### src/rtl/hw_write_joiner.sv
module hw_write_joiner #(
  parameter int ADDR_W = 11,
  parameter int HW_W   = 16
) (
  input  logic                clk,
  input  logic                rst_n,
  input  logic                hw_wr,
  input  logic                hw_rd,
  input  logic [ADDR_W-1:1]   hw_addr,
  input  logic [HW_W-1:0]     hw_wdata,
  output logic [HW_W-1:0]     hw_rdata,
  output logic                int_wr,
  output logic [ADDR_W-1:0]   int_waddr,
  output logic [2*HW_W-1:0]   int_wdata,
  output logic                seq_err,
  output logic                int_rd,
  output logic [ADDR_W-1:0]   int_raddr,
  input  logic [2*HW_W-1:0]   int_rdata
);
  localparam int WA_W = ADDR_W - 2;

  logic [WA_W-1:0] cur_word;
  logic            upper_sel;
  logic            wr_lo, wr_hi, rd_ok;

  logic [HW_W-1:0] stage_q;
  logic [WA_W-1:0] stage_word_q;
  logic            stage_vld_q;
  logic [HW_W-1:0] lat_lo_q;

  assign cur_word  = hw_addr[ADDR_W-1:2];
  assign upper_sel = hw_addr[1];
  assign wr_lo     = hw_wr & ~upper_sel;
  assign wr_hi     = hw_wr &  upper_sel;
  assign rd_ok     = hw_rd & ~hw_wr;

  assign int_rd    = rd_ok & ~upper_sel;
  assign int_raddr = {cur_word, 2'b00};

  always_ff @(posedge clk) begin
    if (!rst_n) begin
      stage_q      <= '0;
      stage_word_q <= '0;
      stage_vld_q  <= 1'b0;
    end else if (wr_lo) begin
      stage_q      <= hw_wdata;
      stage_word_q <= cur_word;
      stage_vld_q  <= 1'b1;
    end else if (wr_hi) begin
      stage_vld_q  <= 1'b0;
    end
  end

  always_ff @(posedge clk) begin
    if (!rst_n) begin
      int_wr    <= 1'b0;
      int_waddr <= '0;
      int_wdata <= '0;
      seq_err   <= 1'b0;
    end else begin
      int_wr <= wr_hi;
      if (wr_hi) begin
        int_waddr <= {cur_word, 2'b00};
        int_wdata <= {stage_q, hw_wdata};
        seq_err   <= ~(stage_vld_q && (stage_word_q == cur_word));
      end
    end
  end

  always_ff @(posedge clk) begin
    if (!rst_n) begin
      lat_lo_q <= '0;
      hw_rdata <= '0;
    end else if (rd_ok) begin
      if (!upper_sel) begin
        lat_lo_q <= int_rdata[HW_W-1:0];
        hw_rdata <= int_rdata[2*HW_W-1:HW_W];
      end else begin
        hw_rdata <= lat_lo_q;
      end
    end
  end
endmodule

### config.mk
export PLATFORM = sky130hd
export DESIGN_NAME = hw_write_joiner
export DESIGN_NICKNAME = d
export VERILOG_FILES = /design/src/rtl/hw_write_joiner.sv
export SDC_FILE = /design/constraint.sdc
export NUM_CORES = 1
export LEC_CHECK = 0
export ABC_AREA = 0
export BUFFER_PORTS_ARGS = -buffer_cell sky130_fd_sc_hd__buf_2
export CAP_MARGIN = 20
export CORE_MARGIN = 2
export CORE_UTILIZATION = 53
export DETAILED_ROUTE_END_ITERATION = 12
export HOLD_SLACK_MARGIN = 0.02
export PLACE_DENSITY_LB_ADDON = 0.25
export SLEW_MARGIN = 30
export SYNTH_ARGS = -nofsm -noshare
export SYNTH_HDL_FRONTEND = slang
export SYNTH_SLANG_ARGS = --single-unit
### constraint.sdc
create_clock -name clk -period 1.6 [get_ports clk]
set_input_delay 0.08 -clock clk [delete_from_list [all_inputs] [get_ports clk]]
set_output_delay 0.08 -clock clk [all_outputs]
set_load 0.01 [all_outputs]
# ---- After elaboration in Yosys (flattened, before gate mapping)
# Index checks and enable logic that the tools add are counted.
dict set report classes {
  bitwise 7
  mux 3
  n_eq_ne 1
  reduce_logical 3
}
# operator count
set op_table {}
lappend op_table {{two-way mux 16 bit} 1}
lappend op_table {{equality test 9 bit} 1}
lappend op_table {{bitwise AND 1 bit} 4}
lappend op_table {{inverter 1 bit} 3}
lappend op_table {{two-way mux 1 bit} 2}
lappend op_table {{AND reduction 2 bit} 1}
lappend op_table {{nonzero test 2 bit} 1}
lappend op_table {{logical AND 1 bit} 1}
dict set report word_totals {
  ff_bits 101
  inputBits 62
  out_inout_bits 73
}

# ---- Logic depth before layout (Yosys ltp)
# Gate-level depths: netlist of run 1.
dict set report logic_depth {
  ltp_word 3
  mapped_depth 9
}

# ---- Worst setup path before layout of run 1
# Ideal clock, no wire load.
dict set report synth_path {
  path_type {in2reg}
  start {in hw_wr}
  end {reg lat_lo_q[12]}
  setup_ns 0.066
  required_ns 1.534
  t_arrival_ns 0.912
  path_stages 9
  path_slack_ns 0.623
  n_path_buf 4
  cell_sequence {buf_6 > nor2b_4 > buf_6 > nand2b_2 > buf_6 > clkinv_4 > buf_8 > nand2_1 > a21boi_2}
}
dict set report synth_between {
  elab_chain_cells 3
}
# item line_no
set synth_rtl {}
lappend synth_rtl {{start: declaration} 7} ;# input logic hw_wr,
lappend synth_rtl {{inverter 1 bit} 35} ;# assign rd_ok = hw_rd & ~hw_wr;
lappend synth_rtl {{bitwise AND 1 bit} 35}
lappend synth_rtl {{AND reduction 2 bit (no source line)} -}
lappend synth_rtl {{end signal: assignment} 76} ;# lat_lo_q <= int_rdata[HW_W-1:0];
lappend synth_rtl {{end: declaration} 29} ;# logic [HW_W-1:0] lat_lo_q;
# Every way passes these cells.
# A chain may end at the register's enable or synchronous reset.

# ---- Worst setup path in the final report of run 1
dict set report layout_path {
  start {in hw_addr[1] (netlist bit)}
  end {out int_rd}
}
dict set report layout_between {
  elab_chain_cells 2
}
# item line_no
set layout_rtl {}
lappend layout_rtl {{start: declaration} 9} ;# input logic [ADDR_W-1:1] hw_addr,
lappend layout_rtl {{inverter 1 bit (no source line)} -}
lappend layout_rtl {{bitwise AND 1 bit} 37} ;# assign int_rd = rd_ok & ~upper_sel;
lappend layout_rtl {{end: declaration} 16} ;# output logic int_rd,
# Every way passes these cells.

==> results of run 1 <==
==> where the power goes <==
part           internal (mW)  switching, mW  leakage, nW  total [mW]
registers               2.62         0.0584        0.825        2.68
clock network          0.606          0.932       0.0918        1.54
logic                  0.321          0.301         1.52       0.622
==> per-layer routing <==
layer	global-route usage (%)	wire length [um]
met1	26.7	3930
met2	36.0	4130
met3	5.85	533
met4	7.33	104
met5	0	0
==> kinds of logic after synthesis <==
family | count (synthesis) | share of synthesized area (%)
buf+inv | 45 | 7.54
simple gates | 108 | 11.3
xor+xnor | 9 | 2.03
other cells | 1 | 0.0966
flops | 101 | 52.1
compound gates | 101 | 22.8
mux | 16 | 4.12
==> registers in the layout (all words and copies together) (netlist names) <==
| signal | cells |
|---|---|
| lat_lo_q | 16 |
| stage_word_q | 9 |
| int_wdata | 32 |
| int_wr | 1 |
| int_waddr | 9 |
| stage_q | 16 |
| hw_rdata | 16 |
| seq_err | 1 |
| stage_vld_q | 1 |
==> path summary, 6_finish.rpt <==
check	from	to	slack (ns)	cells after the start
worst max register to register	stage_word_q[7]$_SDFFE_PN0P_	seq_err$_SDFFE_PN0P_	0.56	4
worst min register to register	stage_q[8]$_SDFFE_PN0P_	stage_q[8]$_SDFFE_PN0P_	0.46	2
worst min-delay path	int_rdata[28]	hw_rdata[12]$_SDFFE_PN0N_	0.05	4
worst max-delay path	hw_addr[1]	int_rd	0.40	4
==> synthesized netlist by cell type (3+ instances only) <==
cell type    n
a21boi_0    26
nand4_1      3
mux2i_1     16
nand2_1     98
clkbuf_1     8
xnor2_1      9
a22o_1      41
buf_4       18
a21boi_2    10
o211a_1     16
dfxtp_1    101
buf_2       14
buf_6        3
a21boi_1     6
==> cell usage in the layout (no fill, tap or decap), types with 3 or more instances in the layout <==
cell             n
a21boi_0        26
a21boi_1         6
a21boi_2         9
a22o_1          41
buf_2          130
buf_4            9
clkbuf_8         9
conb_1           4
dfxtp_1        101
dlygate4sd3_1   41
inv_8            3
mux2i_1         16
nand2_1         98
nand4_1          3
o211a_1         16
xnor2_1          9
==> area by class of cell <==
type | instances | area (um^2)
tap | 99 | 124
inverter | 1 | 8.76
sequential | 101 | 2020
multi-input combinational | 238 | 1590
timing repair buffer | 182 | 1170
fill | 535 | 2070
clock buffer | 9 | 124
clock inverter | 7 | 66.3
==> worst min-delay path: cells and delay by family <==
family	cells	cell delay, ns
mux	1	0.05
compound gates	1	0.13
simple gates	1	0.06
buf+inv	1	0.07
==> stage by stage <==
stage | utilization, % | setup WS (ns) | instances | hold WS (ns) | total power [mW]
4_1_cts | 71.1 | 0.402 | 637 | 0.0368 | 4.90
3_5_place_dp | 62.7 | 0.298 | 580 | 0.311 | 3.28
3_3_place_gp | 62.7 | 0.388 | 580 | 0.307 | 3.27
5_1_grt | 71.1 | 0.312 | 637 | 0.0551 | 5.06
6_report | 71.1 | 0.399 | 637 | 0.0536 | 4.84
2_1_floorplan | - | 0.623 | 384 | 0.206 | 3.07
==> timing repair <==
item,in CTS,in global routing
setup endpoints to repair,0,0
hold endpoints to repair,66,0
hold buffers,41,0
==> flow_summary_export.csv, run 1 <==
group,metric,value,unit
clocking,h-tree-depth,3,
yosys,synth-async-reset-ratio,0,%
global_route,grt_pass1_wl,13300,um
route,wl_per_cell,13.7,um
timing,setup_viol,0,
timing,min_period_over_period,75.1,%
floorplan,start_util,54.1,%
yosys,synth_area_leaders,"dfxtp_1 (52%), nand2_1 (9.5%), a22o_1 (9.2%)",
yosys,netlist.area_leader.share,52.1,%
hold_path,worst_hold_path_type,"in -> reg",
cells_and_area,drive_above_1_share,31.8,%
cells_and_area,area_growth,31.4,%
global_route,grt_start_max_net_pins,49,
yosys,ys_ff_latch,101,
setup_path,cp_common_cell,"buf_2",
route,dr.pass1.iters,4,
setup_path,worst_path_largest_cell_delay,0.34,ns
timing,rsz0062_at_grt,"no",
run,drv_cap,0,
route,wl,8700,um
yosys,ys_types,26,
route,vias,3231,
global_route,grt_pass1_vias,2942,
timing,hold_violations,0,
placed_design,hpwl,5800,um
clocking,ctsResizeCount,0,
global_route,grt-ovfl-total,0,
setup_path,crit_family,"buffers and inverters",
clocking,cts.clk_slew.worst_paths,0.10,ns
clocking,clkLatencyLatePin,0.36,ns
setup_path,cp_num_buf_inv,3,
placed_design,port-buffer-count,130,
yosys,netlist_instances,381,
timing,clock_skew,0.00692,ns
floorplan,die_y,89.6,um
global_route,antenna_found_initial,0,
clocking,root_buffer,"clkbuf_8",
setup_path,critPathKind,"in -> out",
setup_path,arrival,1.12,ns
power_and_ir_drop,p_per_area,949,mW/mm^2
setup_path,worstSetupStartpointType,"input pin",
cells_and_area,layout.nets,595,
floorplan,coreArea,0.00718,mm^2
floorplan,die_area,0.00803,mm^2
yosys,syn_area,0.00388,mm^2
yosys,yosysSeqAreaShare,52.1,%
setup_path,cp_data_required_time,1.52,ns
cells_and_area,diodes,0,
timing,drv_slew,0,
cells_and_area,fin_area,0.00510,mm^2
timing,min_period,1.20,ns
setup_path,cpMaxStageDelayCell,"nand2b_2",
clocking,postCtsSetupRepairBufs,0,
clocking,tritoncts,"done",
route,ant_nets,0,
yosys,yosys.area.top_type,"dfxtp_1",
clocking,cts_max_path_buffers,2,
yosys,syn_area_per_cell,10.2,um^2
route,via_per_inst,5.07,
route,route.detailed.drc,0,
placed_design,placed_cell_area,0.00450,mm^2
timing,fmax,833,MHz
clocking,numCtsBuffers,9,
yosys,yosys_warnings,0,
floorplan,pin_count,135,
yosys,ys.flop_type,"dfxtp_1",
route,drt_iter0_markers,100,
setup_path,worst-path-max-fanout,17,
yosys,synth-edff-count,0,
timing,finalSetupTns,0,ns
placed_design,gp_congestion,0.730,
setup_path,cp_cell_sequence,"buf_2 > nand2b_2 > clkinv_4 > buf_2",
floorplan,dieWidth,89.6,um
floorplan,row_count,31,
power_and_ir_drop,peakVddDrop,0.512,mV
global_route,grt_usage,21.4,%
clocking,cts_sinks,101,
setup_path,cp-end-kind,"primary output",
power_and_ir_drop,leakagePower,2.44,nW
run_status,status,"complete, no violations",
(Power assumes the default switching activity.)
==> run 2, diff against run 1 <==
--- a/config.mk
+++ b/config.mk
@@ -9,7 +9,7 @@
 export BUFFER_PORTS_ARGS = -buffer_cell sky130_fd_sc_hd__buf_2
 export CAP_MARGIN = 20
 export CORE_MARGIN = 2
-export CORE_UTILIZATION = 53
+export CORE_UTILIZATION = 49
 export DETAILED_ROUTE_END_ITERATION = 12
 export HOLD_SLACK_MARGIN = 0.02
 export PLACE_DENSITY_LB_ADDON = 0.25
==> constraint.sdc (replaced) <==
create_clock -name clk -period 1.25 [get_ports clk]
set_input_delay 0.0625 -clock clk [delete_from_list [all_inputs] [get_ports clk]]
set_output_delay 0.0625 -clock clk [all_outputs]
set_load 0.01 [all_outputs]
==> flow_summary_export.csv, run 2 (same netlist as run 1, synthesis figures left out) <==
group,metric,value,unit
clocking,tritoncts,"done",
clocking,clkLatencyLatePin,0.35,ns
cells_and_area,top_register,"int_wdata",
setup_path,arrival,1.33,ns
route,wl_per_cell,14.0,um
setup_path,cp_data_required_time,1.50,ns
floorplan,coreArea,0.00769,mm^2
route,vias,3218,
clocking,root_buffer,"clkbuf_8",
clocking,cts.clk_slew.worst_paths,0.10,ns
floorplan,start_util,50.5,%
placed_design,gp_congestion,0.729,
route,ant_nets,0,
timing,finalSetupTns,0,ns
cells_and_area,fin_area,0.00515,mm^2
timing,hold_violations,0,
clocking,h-tree-depth,3,
timing,min_period_over_period,87.0,%
timing,clock_skew,0.0101,ns
placed_design,placed_cell_area,0.00455,mm^2
floorplan,die_area,0.00865,mm^2
global_route,grt_usage,21.2,%
cells_and_area,fill_cells,615,
timing,setup_viol,0,
run,drv_cap,0,
clocking,ctsResizeCount,0,
floorplan,die_y,93.0,um
global_route,grt_pass1_vias,3085,
cells_and_area,final_common_cell,"buf_2",
global_route,grt_start_max_net_pins,43,
power_and_ir_drop,peakVddDrop,0.610,mV
hold_path,worst_hold_path_type,"in -> reg",
setup_path,worstSetupStartpointType,"input pin",
clocking,numCtsBuffers,9,
route,via_per_inst,5.02,
clocking,cts_hold_buf,41,
setup_path,cp-end-kind,"flip-flop",
cells_and_area,largest_reg_flops,32,
timing,min_period,1.09,ns
placed_design,hpwl,5850,um
clocking,cts_sinks,101,
clocking,postCtsSetupRepairBufs,0,
setup_path,critPathKind,"in -> reg",
cells_and_area,final_cell_mix,"buf_2 (130), dfxtp_1 (101), nand2_1 (98)",
global_route,antenna_found_initial,0,
global_route,grt-ovfl-total,0,
clocking,cts_max_path_buffers,2,
cells_and_area,area_growth,32.7,%
route,dr.pass1.iters,4,
floorplan,pin_count,135,
timing,rsz0062_at_grt,"no",
power_and_ir_drop,leakagePower,2.46,nW
placed_design,port-buffer-count,130,
power_and_ir_drop,fin_total_pwr,6.20,mW
cells_and_area,layout.nets,596,
floorplan,row_count,32,
route,drt_iter0_markers,87,
cells_and_area,final_util,67.0,%
global_route,grt_pass1_wl,14500,um
cells_and_area,drive_above_1_share,31.9,%
timing,drv_slew,0,
floorplan,dieWidth,93.0,um
timing,fmax,920,MHz
run_status,status,"complete, no violations",
route,route.detailed.drc,0,
power_and_ir_drop,p_per_area,1200,mW/mm^2
cells_and_area,diodes,0,
route,wl,8980,um
setup_path,worst-path-max-fanout,4,
[run 2: changes by cell type in the layout (fill, tap and decap cells not counted)]
cell        previous run  this run
inv_6                  1         2
clkinvlp_4             2         1
clkinv_4               2         3
inv_8                  3         1
clkbuf_8               9        10
buf_4                  9         7
buf_12                 2         5
[run 2: area by class of cell]
type	count	area, um^2	share of cell area (%)
Clock buffer	10	138	2.67
Tap cell	102	128	2.48
Timing Repair Buffer	183	1210	23.6
Clock inverter	6	53.8	1.04
Sequential cell	101	2020	39.2
Multi-Input combinational cell	238	1590	30.8
Inverter	1	8.76	0.170
[run 2: worst paths after layout]
check / from / endpoint / slack, ns / cells past startpoint
worst max-delay path: hw_addr[5] / seq_err$_SDFFE_PN0P_ / 0.16 / 6
worst min register to register: stage_q[8]$_SDFFE_PN0P_ / stage_q[8]$_SDFFE_PN0P_ / 0.46 / 2
worst max register to register: stage_word_q[3]$_SDFFE_PN0P_ / seq_err$_SDFFE_PN0P_ / 0.24 / 4
worst min-delay path: int_rdata[26] / hw_rdata[10]$_SDFFE_PN0N_ / 0.05 / 4
[run 2: metal layers]
metal,track usage [%],up-vias,routed length (um)
li1,-,1594,-
met1,26.4,1527,4070
met2,35.8,88,4280
met3,5.40,9,518
met4,7.60,0,120
met5,0,-,0
[run 2: through the flow]
stage / instances / hold WS, ns / worst slack [ns]
2_1_floorplan: 384 / 0.188 / 0.290
3_3_place_gp: 584 / 0.292 / 0.267
6_report: 641 / 0.0487 / 0.163
5_1_grt: 641 / 0.0549 / 0.0969
3_5_place_dp: 584 / 0.295 / 0.212
4_1_cts: 641 / 0.0368 / 0.169
[run 2: power breakdown]
group | internal (mW) | switching (mW) | leakage (nW)
clock | 0.815 | 1.14 | 0.0954
sequential | 3.36 | 0.0705 | 0.825
combinational | 0.425 | 0.395 | 1.54
total | 4.60 | 1.61 | 2.46
[run 2: critical path, cell delays in order]
cell	delay, ns
dlygate4sd3_1	0.53
buf_2	0.15
xnor2_1	0.17
nand4_1	0.14
nor3_1	0.22
nor3b_1	0.07
==> run 3, diff against run 2 <==
--- a/config.mk
+++ b/config.mk
@@ -11,6 +11,7 @@
 export CORE_MARGIN = 2
 export CORE_UTILIZATION = 49
 export DETAILED_ROUTE_END_ITERATION = 12
+export GPL_TIMING_DRIVEN = 0
 export HOLD_SLACK_MARGIN = 0.02
 export PLACE_DENSITY_LB_ADDON = 0.25
 export SLEW_MARGIN = 30
==> flow_summary_export.csv, run 3 (same netlist as run 1, synthesis figures left out) <==
group,metric,value,unit
run_status,status,"complete, no violations",
global_route,grt_usage,23.0,%
run,drv_cap,0,
cells_and_area,area_growth,36.6,%
cells_and_area,fill_cells,621,
power_and_ir_drop,p_per_area,1220,mW/mm^2
floorplan,pin_count,135,
floorplan,die_area,0.00865,mm^2
cells_and_area,top_register,"int_wdata",
route,route.met3.wl,519,um
timing,min_period,1.08,ns
setup_path,arrival,1.33,ns
route,wl_per_cell,14.7,um
setup_path,critPathKind,"in -> reg",
timing,min_period_over_period,86.7,%
floorplan,start_util,50.5,%
setup_path,startpoint,"hw_addr[8]",
route,vias,3361,
power_and_ir_drop,power_switching,1.70,mW
route,drt_iter0_markers,72,
route,route.detailed.drc,0,
route,ant_nets,0,
cells_and_area,drive_above_1_share,34.0,%
clocking,root_buffer,"clkbuf_8",
cells_and_area,fin_area,0.00530,mm^2
route,wl,9880,um
route,via_per_inst,4.99,
setup_path,cp_cell_sequence,"dlygate4sd3_1 > buf_2 > xnor2_1 > nand4_1 > nor3_1 > nor3b_1",
clocking,clkLatencyLatePin,0.36,ns
route,routed.top_layer,"met4",
cells_and_area,layout.nets,628,
placed_design,placed_cell_area,0.00467,mm^2
global_route,grt_pass1_wl,15800,um
timing,drv_slew,0,
placed_design,gp_congestion,0.736,
route,dr.pass1.iters,4,
clocking,cts_max_path_buffers,2,
timing,rsz0062_at_grt,"no",
cells_and_area,largest_reg_flops,32,
clocking,numCtsBuffers,9,
power_and_ir_drop,switching_share,26.2,%
floorplan,die_y,93.0,um
cells_and_area,area.sequential,0.00202,mm^2
cells_and_area,final_cell_mix,"buf_2 (143), dfxtp_1 (101), nand2_1 (98)",
setup_path,cp-end-kind,"flip-flop",
placed_design,hpwl,6580,um
setup_path,cp_num_buf_inv,2,
hold_path,worst_hold_path_type,"in -> reg",
clocking,h-tree-depth,3,
power_and_ir_drop,pwr-share-seq,53.0,%
global_route,grt_pass1_vias,3354,
timing,finalSetupTns,0,ns
cells_and_area,fin_cells,673,
timing,layout_setup_ws,0.167,ns
global_route,grt_start_max_net_pins,20,
cells_and_area,multi_input_comb_area,0.00158,mm^2
floorplan,row_count,32,
placed_design,dp_slack,-0.0612,ns
setup_path,cp_data_required_time,1.50,ns
setup_path,crit_family,"buffers and inverters",
power_and_ir_drop,p_int,4.78,mW
floorplan,coreArea,0.00769,mm^2
floorplan,dieWidth,93.0,um
global_route,grt-ovfl-total,0,
route,route.met2.wl,4700,um
timing,hold_violations,0,
clocking,cts.clk_slew.worst_paths,0.11,ns
setup_path,reg2reg_from,"stage_word_q[0]$_SDFFE_PN0P_",
timing,clock_skew,0.00938,ns
power_and_ir_drop,fin_total_pwr,6.47,mW
timing,setup_viol,0,
power_and_ir_drop,clkPwrFrac,33.7,%
setup_path,worst-path-max-fanout,4,
clocking,cts_sinks,101,
global_route,antenna_found_initial,0,
route,met1_length,4510,um
timing,whs,0.0339,ns
setup_path,worstSetupStartpointType,"input pin",
cells_and_area,diodes,0,
placed_design,dp.cells,615,
cells_and_area,final_util,69.0,%
power_and_ir_drop,p_comb_share,13.3,%
placed_design,port-buffer-count,129,
cells_and_area,final_common_cell,"buf_2",
setup_path,cpMaxStageDelayCell,"dlygate4sd3_1",
timing,fmax,923,MHz
clocking,tritoncts,"done",
setup_path,worst_path_largest_cell_delay,0.54,ns
power_and_ir_drop,leakagePower,2.57,nW
hold_path,worstHoldStart,"int_rdata[29]",
power_and_ir_drop,peakVddDrop,0.664,mV
run 3: changes by cell type in the layout (fill, tap and decap cells not counted), moves of 3 or more:
cell / previous run / this run
buf_2: 130 / 143
buf_6: 0 / 3
clkbuf_1: 0 / 8
buf_4: 7 / 18
buf_12: 5 / 0
run 3: path summary, 6_finish.rpt:
path,end,slack [ns],cells after the start
max,seq_err$_SDFFE_PN0P_,0.17,6
min reg2reg,stage_q[12]$_SDFFE_PN0P_,0.47,2
max reg2reg,seq_err$_SDFFE_PN0P_,0.24,4
min,hw_rdata[13]$_SDFFE_PN0N_,0.03,4
run 3: power by group through the flow:
stage,Clock [mW],Sequential [mW],Combinational (mW)
floorplan,0,3.53,0.402
global placement,0,3.50,0.736
detailed placement,0,3.50,0.752
CTS,2.21,3.43,0.858
global route,2.34,3.45,0.939
finish,2.18,3.43,0.860
run 3: cell type report:
| class | instances | area share [%] |
|---|---|---|
| clock inverter | 7 | 1.72 |
| clock buffer | 9 | 2.34 |
| tap | 102 | 2.41 |
| sequential | 101 | 38.1 |
| inverter | 1 | 0.165 |
| multi-input combinational | 238 | 29.8 |
| buffer | 44 | 5.36 |
| timing repair buffer | 171 | 20.1 |
run 3: timing repair:
| item | in CTS | in global routing |
|---|---|---|
| hold buffers | 42 | 0 |
| hold endpoints to repair | 67 | 0 |
| resized for setup | 0 | 0 |
| setup buffers | 0 | 0 |
run 3: worst register-to-register path: stages, from the launching register on:
cell and delay [ns]:
dfxtp_1 0.36, xnor2_1 0.12, nand4_1 0.11, nor3_1 0.23, nor3b_1 0.07
run 3: layer usage:
metal / GRT usage [%] / vias up
li1: - / 1662
met1: 28.4 / 1572
met2: 40.1 / 111
met3: 4.43 / 16
met4: 8.09 / 0
met5: 0 / -
